$ cat src/rtl/kbd_event_decoder.sv
module kbd_event_decoder #(
  parameter int W = 8,
  parameter logic [W-1:0] EXT_PFX  = 'hE0,
  parameter logic [W-1:0] BRK_PFX  = 'hF0,
  parameter logic [W-1:0] ST_CODE  = 'hAA
) (
  input  logic         clk,
  input  logic         rst_n,
  input  logic         rx_vld,
  input  logic [W-1:0] rx_byte,
  input  logic         rx_err,
  output logic         key_vld,
  output logic [W-1:0] key_code,
  output logic         key_brk,
  output logic         key_ext,
  output logic         selftest_ok
);

  logic ext_p, brk_p;

  wire good   = rx_vld && !rx_err;
  wire is_ext = rx_byte == EXT_PFX;
  wire is_brk = rx_byte == BRK_PFX;
  wire is_st  = rx_byte == ST_CODE;

  always_ff @(posedge clk) begin
    if (!rst_n) begin
      ext_p       <= 1'b0;
      brk_p       <= 1'b0;
      key_vld     <= 1'b0;
      key_code    <= '0;
      key_brk     <= 1'b0;
      key_ext     <= 1'b0;
      selftest_ok <= 1'b0;
    end else begin
      key_vld     <= 1'b0;
      selftest_ok <= 1'b0;
      if (rx_vld && rx_err) begin
        ext_p <= 1'b0;
        brk_p <= 1'b0;
      end else if (good) begin
        if (is_ext) begin
          ext_p <= 1'b1;
          brk_p <= 1'b0;
        end else if (is_brk) begin
          brk_p <= 1'b1;
        end else if (is_st) begin
          selftest_ok <= 1'b1;
          ext_p       <= 1'b0;
          brk_p       <= 1'b0;
        end else begin
          key_vld  <= 1'b1;
          key_code <= rx_byte;
          key_brk  <= brk_p;
          key_ext  <= ext_p;
          ext_p    <= 1'b0;
          brk_p    <= 1'b0;
        end
      end
    end
  end

endmodule

$ cat config.mk
export PLATFORM = sky130hd
export DESIGN_NAME = kbd_event_decoder
export DESIGN_NICKNAME = d
export VERILOG_FILES = /design/src/rtl/kbd_event_decoder.sv
export SDC_FILE = /design/constraint.sdc
export NUM_CORES = 1
export LEC_CHECK = 0
export ABC_AREA = 1
export CORE_MARGIN = 1.5
export CORE_UTILIZATION = 43
export CTS_CLUSTER_SIZE = 25
export DETAILED_ROUTE_END_ITERATION = 8
export PLACE_DENSITY_LB_ADDON = 0.25
export SKIP_CTS_REPAIR_TIMING = 1
export SYNTH_ARGS = -nofsm -noshare
export SYNTH_HDL_FRONTEND = slang
export SYNTH_SLANG_ARGS = --single-unit
$ cat constraint.sdc
create_clock -name clk -period 1.6 [get_ports clk]
set_input_delay 0.48 -clock clk [delete_from_list [all_inputs] [get_ports clk]]
set_output_delay 0.48 -clock clk [all_outputs]
set_load 0.005 [all_outputs]
==> impl.org <==
** GRT
- Vias in the first global route :: 693
- Entering global routing, the biggest net connects 13 pins.
- Final global-route overflow total :: 0
- Initial antenna violation count :: 0
- In the global route stage, overall resource usage came out at 19.5%.
- The first global-routing pass estimated 2.65 mm of wire.

** CTS
- The cell sitting at the root of the clock tree is a sky130_fd_sc_hd__clkbuf_4.
- In this run the number of H-tree levels came out at 1.
- The clock net in this run drives a total of 14 sinks.
- After clock tree synthesis, the clock-pin slew on the worst setup and hold paths is 80 ps.
- Clk Latency, worst-skew pair :: 300 ps
- TritonCTS built the clock tree.
- Clock buffers created by TritonCTS :: 3
- Clock Tree Buf Depth :: 2

** STA
- The worst pin sits at a relative slew slack of 83.6%.
- On the final layout, the worst clock skew is 6.31 ps.
- Derived from the worst setup path, the maximum achievable clock frequency is between 600 and 700 MHz.
- Tightest Pin Transition :: 245 ps
- Of the available clock period, the critical path in the final layout requires 96.1%.
- Worst-case hold slack :: around 480 ps
- The number of hold violations in the final report is 0.
- Setup repair after global routing missed its margin :: yes
- Setup violations remaining at the end of the flow were counted as 0.
- The final number of max-transition violations is 0.
- Time the worst path needs with I/O delays and setup :: 1540 ps
- Setup slack on the critical path of the routed design comes to between 60 and 70 ps.

** Logic synthesis
- During synthesis, Yosys emitted a total of 0 warnings.
- Synthesis handed over a netlist of 110 instances.
- Register bit count reported by yosys :: 14
- Nets in the synthesized netlist :: ~120
- Count of unique library cells instantiated by Yosys :: 14
- Sequential share of the synthesized area :: 39.6%
- After synthesis the cells add up to 708 um2.
- Synthesized area divided by synthesized cell count :: roughly 6.4 um2

** Routing
- After detailed routing, the total wire length is 1.91 mm.
- After detailed routing, the number of remaining DRC violations is 0.
- Via-per-instance ratio :: 5.04
- The detail route stage leaves a number of antenna-violating nets equal to 0.
- The first TritonRoute pass finished after 4 iterations.
- DR WL/cell :: 11.9 um
- Initial DRC count :: 14
- Vias :: 811

** Placement
- At the end of routability-driven placement, the weighted congestion stood at 0.839.
- Before CTS, the worst setup slack after placement is -354 ps.
- Inst Count DP :: 153
- Post-detail-place hpwl :: 1.17 mm
- Once placement finished, the instance area stood at 985 um2.
- Quantity of I/O buffers inserted on ports :: 23

** Layout
- Area growth from synthesis to layout :: 64.0%
- Share of final-layout standard cells stronger than drive strength 1 :: 26.2%
- The final layout contains 158 nets.
- Excluding fillers, the count of instances in the completed layout stands at roughly 160.
- With fillers left out, the area of the finished cells amounts to 1160 um2.
- At the end of the flow the core is filled with cells to 76.2%.
- The number of antenna diodes in the final layout is 0.
- Fill count :: 106

** Critical path
- Setup slack of the most critical reg-to-reg path :: 940 ps
- Reg2Reg Depth :: 4
- Endpoint of the worst-slack reg-to-reg timing path :: key_ext$_SDFFE_PN0P_
- Startpoint kind of the worst setup timing path :: primary input
- CP Max Fanout :: 5
- Worst EP required :: approximately 1800 ps
- The worst setup path is captured at a flip-flop.
- Critical path data arrival time :: 1730 ps
- In this run the critical register-to-register path is launched from ext_p$_SDFFE_PP0P_.
- Type of the worst setup path :: primary input to flip-flop
- Tracing the worst setup path back leads to its startpoint at rx_byte[4].
- Critical path endpoint :: key_code[2]$_SDFFE_PN0P_

** Power and ir drop
- Worst IR drop on VDD :: about 580 uV
- Static leakage power :: 0.000750 uW
- Power spread over the standard cell area amounts to 702 nW/um2.

** Floorplanning
- The total area inside the core boundary comes to 1520 um2.
- In this run the horizontal extent of the chip is approximately 44 um.
- For this configuration, the core starts out at a cell density of 46.5%.
- Io pins :: 24
- Die boundary height :: 43.6 um
- Rows :: 14
- The die covers approximately 1900 um2.

** Status
- The flow ran to the end, and the final reports show no timing, DRC or antenna violations.

** Job
- Number of violations of the max-capacitance limit :: 0

** Worst hold path
- Path category of the worst min-delay check :: flip-flop to flip-flop
[worst min-delay path by stage]
stage                                  start                       end  slack, ps  cells past startpoint
floorplan                 ext_p$_SDFFE_PP0P_        ext_p$_SDFFE_PP0P_        470                      2
global placement    key_code[4]$_SDFFE_PN0P_  key_code[4]$_SDFFE_PN0P_        460                      2
detailed placement  key_code[7]$_SDFFE_PN0P_  key_code[7]$_SDFFE_PN0P_        470                      2
CTS                 key_code[7]$_SDFFE_PN0P_  key_code[7]$_SDFFE_PN0P_        490                      2
global route        key_code[2]$_SDFFE_PN0P_  key_code[2]$_SDFFE_PN0P_        510                      2
finish              key_code[1]$_SDFFE_PN0P_  key_code[1]$_SDFFE_PN0P_        480                      2
[cell usage in the layout, fill, tap and decap left out]
master / instances
sky130_fd_sc_hd__buf_4: 7
sky130_fd_sc_hd__clkbuf_4: 3
sky130_fd_sc_hd__clkbuf_8: 1
sky130_fd_sc_hd__clkdlybuf4s50_1: 6
sky130_fd_sc_hd__dfxtp_1: 9
sky130_fd_sc_hd__dfxtp_2: 5
sky130_fd_sc_hd__dlymetal6s2s_1: 17
sky130_fd_sc_hd__inv_1: 14
sky130_fd_sc_hd__inv_2: 1
sky130_fd_sc_hd__nand2_1: 23
sky130_fd_sc_hd__nand2_2: 2
sky130_fd_sc_hd__nand2_4: 1
sky130_fd_sc_hd__nand3_1: 11
sky130_fd_sc_hd__nor2_1: 26
sky130_fd_sc_hd__nor2_2: 8
sky130_fd_sc_hd__nor2_4: 8
sky130_fd_sc_hd__nor3_1: 1
sky130_fd_sc_hd__nor3_2: 1
sky130_fd_sc_hd__o21bai_4: 1
[per-stage QoR]
step | setup TNS, ps | total power (uW)
3_5_place_dp | -4200 | 546
6_report | 0 | 815
4_1_cts | -539 | 803
5_1_grt | -126 | 856
2_1_floorplan | 0 | 462
3_3_place_gp | -3670 | 542
[kinds of logic after synthesis]
group,after synthesis,share of synthesized area (%)
AOI/OAI and AO/OA,1,1.59
buffers and inverters,17,10.6
DFF,14,39.6
and+or+nand+nor,78,48.2
[Yosys cell counts]
| cell | n | area [um2] |
|---|---|---|
| sky130_fd_sc_hd__nand2_2 | 1 | 6.26 |
| sky130_fd_sc_hd__dfxtp_1 | 14 | 280 |
| sky130_fd_sc_hd__inv_1 | 14 | 52.6 |
| sky130_fd_sc_hd__buf_4 | 1 | 7.51 |
| sky130_fd_sc_hd__nand3_1 | 11 | 55.1 |
| sky130_fd_sc_hd__nor2_2 | 7 | 43.8 |
| sky130_fd_sc_hd__o21bai_2 | 1 | 11.3 |
| sky130_fd_sc_hd__nand2_1 | 25 | 93.8 |
| sky130_fd_sc_hd__nor3_2 | 1 | 10.0 |
| sky130_fd_sc_hd__nor2_4 | 1 | 11.3 |
| sky130_fd_sc_hd__buf_6 | 1 | 11.3 |
| sky130_fd_sc_hd__inv_2 | 1 | 3.75 |
| sky130_fd_sc_hd__nor2_1 | 31 | 116 |
| sky130_fd_sc_hd__nor3_1 | 1 | 5.00 |
[area by class of cell]
type	count	area, um2	area share [%]
well taps	16	20.0	1.72
repair buffers	30	325	28.0
flip-flops and latches	14	287	24.7
multi-input cells	82	437	37.6
inverters	15	56.3	4.85
clock buffers	4	36.3	3.13
[power by group]
group | switching (uW) | internal [uW] | leakage, uW
clock | 127 | 139 | 0.0000210
combinational | 84.1 | 86.6 | 0.000612
sequential | 8.52 | 370 | 0.000117
total | 220 | 596 | 0.000750
[routing by layer]
metal	wire [um]	global-route usage [%]
met1	768	20.5
met2	947	31.8
met3	148	7.08
met4	47	13.9
met5	0	0
[worst max-delay path: stages]
cell                              delay [ps]
sky130_fd_sc_hd__clkdlybuf4s50_1         510
sky130_fd_sc_hd__nand2_1                  80
sky130_fd_sc_hd__inv_1                    70
sky130_fd_sc_hd__nand2_2                  90
sky130_fd_sc_hd__o21bai_4                240
sky130_fd_sc_hd__nor2_4                   90
sky130_fd_sc_hd__nor2_1                  120
sky130_fd_sc_hd__nor2_2                   50
[flip-flops by register name (all words and copies together) (netlist names)]
signal	flops
brk_p	1
ext_p	1
key_brk	1
key_code	8
key_ext	1
key_vld	1
selftest_ok	1
(Power assumes the default switching activity.)
